<file path="config.mk">
export PLATFORM = sky130hd
export DESIGN_NAME = cla_adder2l
export DESIGN_NICKNAME = d
export VERILOG_FILES = /design/src/rtl/cla_pkg.sv /design/src/rtl/cla_carry_net.sv /design/src/rtl/cla_group.sv /design/src/rtl/cla_adder2l.sv
export SDC_FILE = /design/constraint.sdc
export NUM_CORES = 1
export LEC_CHECK = 0
export ABC_AREA = 1
export BUFFER_PORTS_ARGS = -buffer_cell sky130_fd_sc_hd__buf_2
export CAP_MARGIN = 20
export CORE_AREA = 2 2 48 50
export DETAILED_ROUTE_END_ITERATION = 7
export DIE_AREA = 0 0 50 52
export PLACE_DENSITY_LB_ADDON = 0.12
export SLEW_MARGIN = 20
export SYNTH_ARGS = -nofsm -noshare
export SYNTH_HDL_FRONTEND = slang
export SYNTH_SLANG_ARGS = --single-unit
</file>
<file path="constraint.sdc">
create_clock -name vclk -period 3
set_clock_uncertainty 0.2 [all_clocks]
set_input_delay 0.75 -clock vclk [all_inputs]
set_output_delay 0.75 -clock vclk [all_outputs]
set_load 0.05 [all_outputs]
</file>
<file path="src/rtl/cla_pkg.sv">
package cla_pkg;

   // Default geometry of the adder.
   localparam int CLA_DEF_WIDTH = 16;
   localparam int CLA_DEF_GROUP = 4;

   // Largest group the flat carry network is allowed to build.
   localparam int CLA_MAX_FANIN = 8;

   // Number of groups for a given width and group size.
   function automatic int cla_num_groups(input int width, input int group);
      return width / group;
   endfunction

   // True when the width divides evenly into groups.
   function automatic bit cla_geometry_ok(input int width, input int group);
      return (group >= 2) && (width >= group) && ((width % group) == 0);
   endfunction

endpackage

</file>
<file path="src/rtl/cla_carry_net.sv">
// Flat lookahead carry network over N propagate/generate pairs.
// c[k] is the carry into position k; c[0] is cin and c[N] the carry out.
// Every carry is a two-level sum of products with no chaining.
module cla_carry_net #(
   parameter int N = 4
) (
   input  logic [N-1:0] p,
   input  logic [N-1:0] g,
   input  logic         cin,
   output logic [N:0]   c,
   output logic         pg,
   output logic         gg
);
   import cla_pkg::*;

   localparam int NC = N + 1;

   generate
      if (N < 1 || N > CLA_MAX_FANIN) begin : g_bad_n
         $error("cla_carry_net: N out of range");
      end
   endgenerate

   // gen_part[k]: carry into k produced by g terms alone.
   // prop_all[k]: every position below k propagates.
   logic [N:0] gen_part;
   logic [N:0] prop_all;

   always_comb begin
      logic run;
      logic term;
      gen_part    = '0;
      prop_all    = '0;
      prop_all[0] = 1'b1;
      for (int k = 1; k <= N; k++) begin
         run = 1'b1;
         for (int m = 0; m < k; m++) begin
            run = run & p[m];
         end
         prop_all[k] = run;
         for (int j = 0; j < k; j++) begin
            term = g[j];
            for (int m = j + 1; m < k; m++) begin
               term = term & p[m];
            end
            gen_part[k] = gen_part[k] | term;
         end
      end
   end

   assign c  = gen_part | (prop_all & {NC{cin}});
   assign pg = prop_all[N];
   assign gg = gen_part[N];

endmodule

</file>
<file path="src/rtl/cla_group.sv">
// One lookahead group: bit terms, flat internal carries, sum, group P/G.
module cla_group #(
   parameter int GW = 4
) (
   input  logic [GW-1:0] a,
   input  logic [GW-1:0] b,
   input  logic          cin,
   output logic [GW-1:0] sum,
   output logic          cout,
   output logic          grp_p,
   output logic          grp_g
);
   import cla_pkg::*;

   generate
      if (GW < 2 || GW > CLA_MAX_FANIN) begin : g_bad_gw
         $error("cla_group: GW out of range");
      end
   endgenerate

   logic [GW-1:0] bit_p;
   logic [GW-1:0] bit_g;
   logic [GW:0]   carry;

   assign bit_p = a ^ b;
   assign bit_g = a & b;

   cla_carry_net #(.N(GW)) u_net (
      .p   (bit_p),
      .g   (bit_g),
      .cin (cin),
      .c   (carry),
      .pg  (grp_p),
      .gg  (grp_g)
   );

   assign sum  = bit_p ^ carry[GW-1:0];
   assign cout = carry[GW];

endmodule

</file>
<file path="src/rtl/cla_adder2l.sv">
// Two-level carry-lookahead adder: groups plus a second lookahead level.
module cla_adder2l #(
   parameter int WIDTH = cla_pkg::CLA_DEF_WIDTH,
   parameter int GROUP = cla_pkg::CLA_DEF_GROUP
) (
   input  logic [WIDTH-1:0] a,
   input  logic [WIDTH-1:0] b,
   input  logic             cin,
   output logic [WIDTH-1:0] sum,
   output logic             cout,
   output logic             grp_p,
   output logic             grp_g
);
   import cla_pkg::*;

   localparam int NG = cla_num_groups(WIDTH, GROUP);

   generate
      if (!cla_geometry_ok(WIDTH, GROUP)) begin : g_bad_geom
         $error("cla_adder2l: WIDTH must be a multiple of GROUP");
      end
      if (NG > CLA_MAX_FANIN) begin : g_bad_ng
         $error("cla_adder2l: too many groups for one lookahead level");
      end
   endgenerate

   logic [NG-1:0] gp;
   logic [NG-1:0] gg;
   logic [NG-1:0] grp_cout;
   logic [NG:0]   l2_c;

   genvar gi;
   generate
      for (gi = 0; gi < NG; gi++) begin : g_grp
         cla_group #(.GW(GROUP)) u_grp (
            .a     (a[gi*GROUP +: GROUP]),
            .b     (b[gi*GROUP +: GROUP]),
            .cin   (l2_c[gi]),
            .sum   (sum[gi*GROUP +: GROUP]),
            .cout  (grp_cout[gi]),
            .grp_p (gp[gi]),
            .grp_g (gg[gi])
         );
      end
   endgenerate

   cla_carry_net #(.N(NG)) u_l2 (
      .p   (gp),
      .g   (gg),
      .cin (cin),
      .c   (l2_c),
      .pg  (grp_p),
      .gg  (grp_g)
   );

   assign cout = l2_c[NG];

endmodule

</file>
==> impl_results.md <==
- Status: finished, violations left
- Failing checks: setup timing
- Hold Fails Final Rpt: 0
- Number of distinct library cells after synthesis: 21
- Largest net degree at the start of global routing: 5
- Initial DRC count: 9
- Design area: roughly 0.0020 mm^2
- Type of origin of the critical path: input port
- Placed cell count: 226
- Count leader, synth: nand2_1
- Die H: about 52 um
- Worst path arrival time: roughly 2.4 ns
- Hold Path Origin: cin
- Synth top area share: 0.2548
- Area after DPL: 0.001489 mm^2
- Sequential standard cell area: 0 um^2
- Net Count, Synth: 172
- Worst Hold Path Cells: 4
- Setup crit end kind: primary output
- Total Routing Usage GR: 0.1936
- Final period utilization: 1.127
- Total power: ~670 uW
- Min Tclk post-route: roughly 3.4 ns
- # IOs: 52
- Hold_ws: about 1.7 ns
- First-pass DRT Iterations: 4
- Row count: 17
- First-pass GRT wire length: 4153 um
- Full die area: 0.002600 mm^2
- Mapped Cells: about 120
- Die X: 50 um
- Final std cells w/o fill: about 230
- Clock Buffer Count: 0
- Synth warnings: 0
- Max-slew violations: 0
- Leakage: 0.9612 nW
- Area Overhead vs Synth: 149.5%
- Achievable Freq: about 300 MHz
- Area contributors post-synth: ha_1 (25%), nand2_1 (16%), fa_1 (10%)
- Total congestion overflow: 0
- DRT Wirelength: around 3800 um
- Vias: about 1200
- Remaining antenna violation count: 0
- Placer Congestion: roughly 0.7
- Fin worst setup slack: -0.3807 ns
- Nets: 261
- Worst-Margin Slew: around 0.24 ns
- Rel. slew slack: 0.8386
- Fill cell count: 74
- Min-delay worst type: in2out
- Dpl hpwl: around 1900 um
- Flip-flop and latch count: 0
- Multi-input logic area: between 0.001 and 0.0015 mm^2
- Antenna violations before repair: 0
- DRC errors left: 0
- Initial Util: 0.3731
- WP data required: just over 2 ns
- Placeable Area: ~0.0021 mm^2
- Share of cells above drive strength 1: 0.7621
- Synth area leader: ha_1
- Sequential area share after synthesis: 0
- PD cells: 339.6 mW/mm^2
- Worst Hold Endpoint: cout
- DR WL/cell: 16.35 um
- RSZ-0062 raised after global routing: yes
- Max Fanout on Critical Path: 2
- Vias in the first global route: 1048
- Mapped cell area: just under 800 um^2
- Most frequent cells after synthesis: nand2_1 (34), inv_1 (18), ha_1 (16), a21oi_1 (9), nand3_1 (7)
- Vias per inst: ~5
- Critical setup path kind: in2out
- IO Port Bufs: 52
- Max cap viols: 0
- Final setup vio count: 15
- Diodes inserted: 0
- Mapped Avg Cell Area: between 6 and 7 um^2
- Peak VDD IR: approximately 270 uV
## worst max path at each step
stage | start | end | slack (ns) | depth (start not counted)
finish | a[1] | sum[9] | -0.38 | 11
global route | a[1] | sum[13] | -0.43 | 11
CTS | a[7] | sum[13] | -0.27 | 11
detailed placement | a[3] | sum[13] | -0.41 | 11
global placement | a[3] | sum[13] | -0.38 | 11
floorplan | a[5] | cout | -0.40 | 7
## critical path, cell delays in order
cell	delay [ns]
buf_6	0.10
ha_4	0.24
nand2_1	0.09
nand2_2	0.07
nand2_2	0.08
nand2_2	0.08
a21oi_2	0.20
o21ai_2	0.10
fa_2	0.41
xor2_4	0.15
buf_6	0.17
## where the power goes
group / switching [mW] / internal (mW)
logic: 0.382 / 0.284
clock network: 0 / 0
registers: 0 / 0
## metrics by stage
stage                     utilization  setup TNS (ns)  setup WS, ns
after floorplan                     -          -1.444       -0.4013
after global placement         0.7071          -3.543       -0.3764
after detailed placement       0.7071          -4.026       -0.4115
after CTS                      0.8414          -2.365       -0.2717
after global routing           0.9311          -4.082       -0.4340
final                          0.9311          -3.069       -0.3807
## repair_timing
item,in CTS,in global routing
setup endpoints to repair,17,16
gates resized for setup,66,34
pin swaps,16,19
hold buffers,0,0
setup buffers,3,6
## layer usage
metal	up-vias	wire (um)	track usage	share of wire
met1	567	1493	0.2281	0.39
met4	0	59	0	0.015
met3	6	138	0.005747	0.036
li1	563	-	-	-
met2	37	2137	0.4035	0.56
met5	-	0	0	0
## cell usage in the layout, fill, tap and decap left out, drive strengths merged
cell type / Yosys / layout
nand4: 4 / 4
buf: 0 / 87
nand3: 8 / 8
or2: 1 / 1
a21oi: 9 / 9
o21bai: 1 / 1
nor2: 8 / 8
fa: 4 / 4
xnor2: 3 / 3
o21ai: 1 / 1
a21o: 1 / 1
nand2: 38 / 38
a31oi: 1 / 1
xor2: 5 / 5
inv: 18 / 18
nor4: 1 / 1
ha: 16 / 16
## cells by family after synthesis
group | Yosys count | share of synthesized area
buffers and inverters | 18 | 0.08598
and+or+nand+nor | 60 | 0.3726
AOI/OAI and AO/OA | 13 | 0.09555
xor gates and xnor gates | 8 | 0.08918
adders and majority gates | 20 | 0.3567
## final cells by class
type	count	share of cell area
timing repair buffer	87	0.3644
tap	28	0.01787
inverter	18	0.03446
multi-input combinational	101	0.5833
Power figures use the tool's default switching activity.
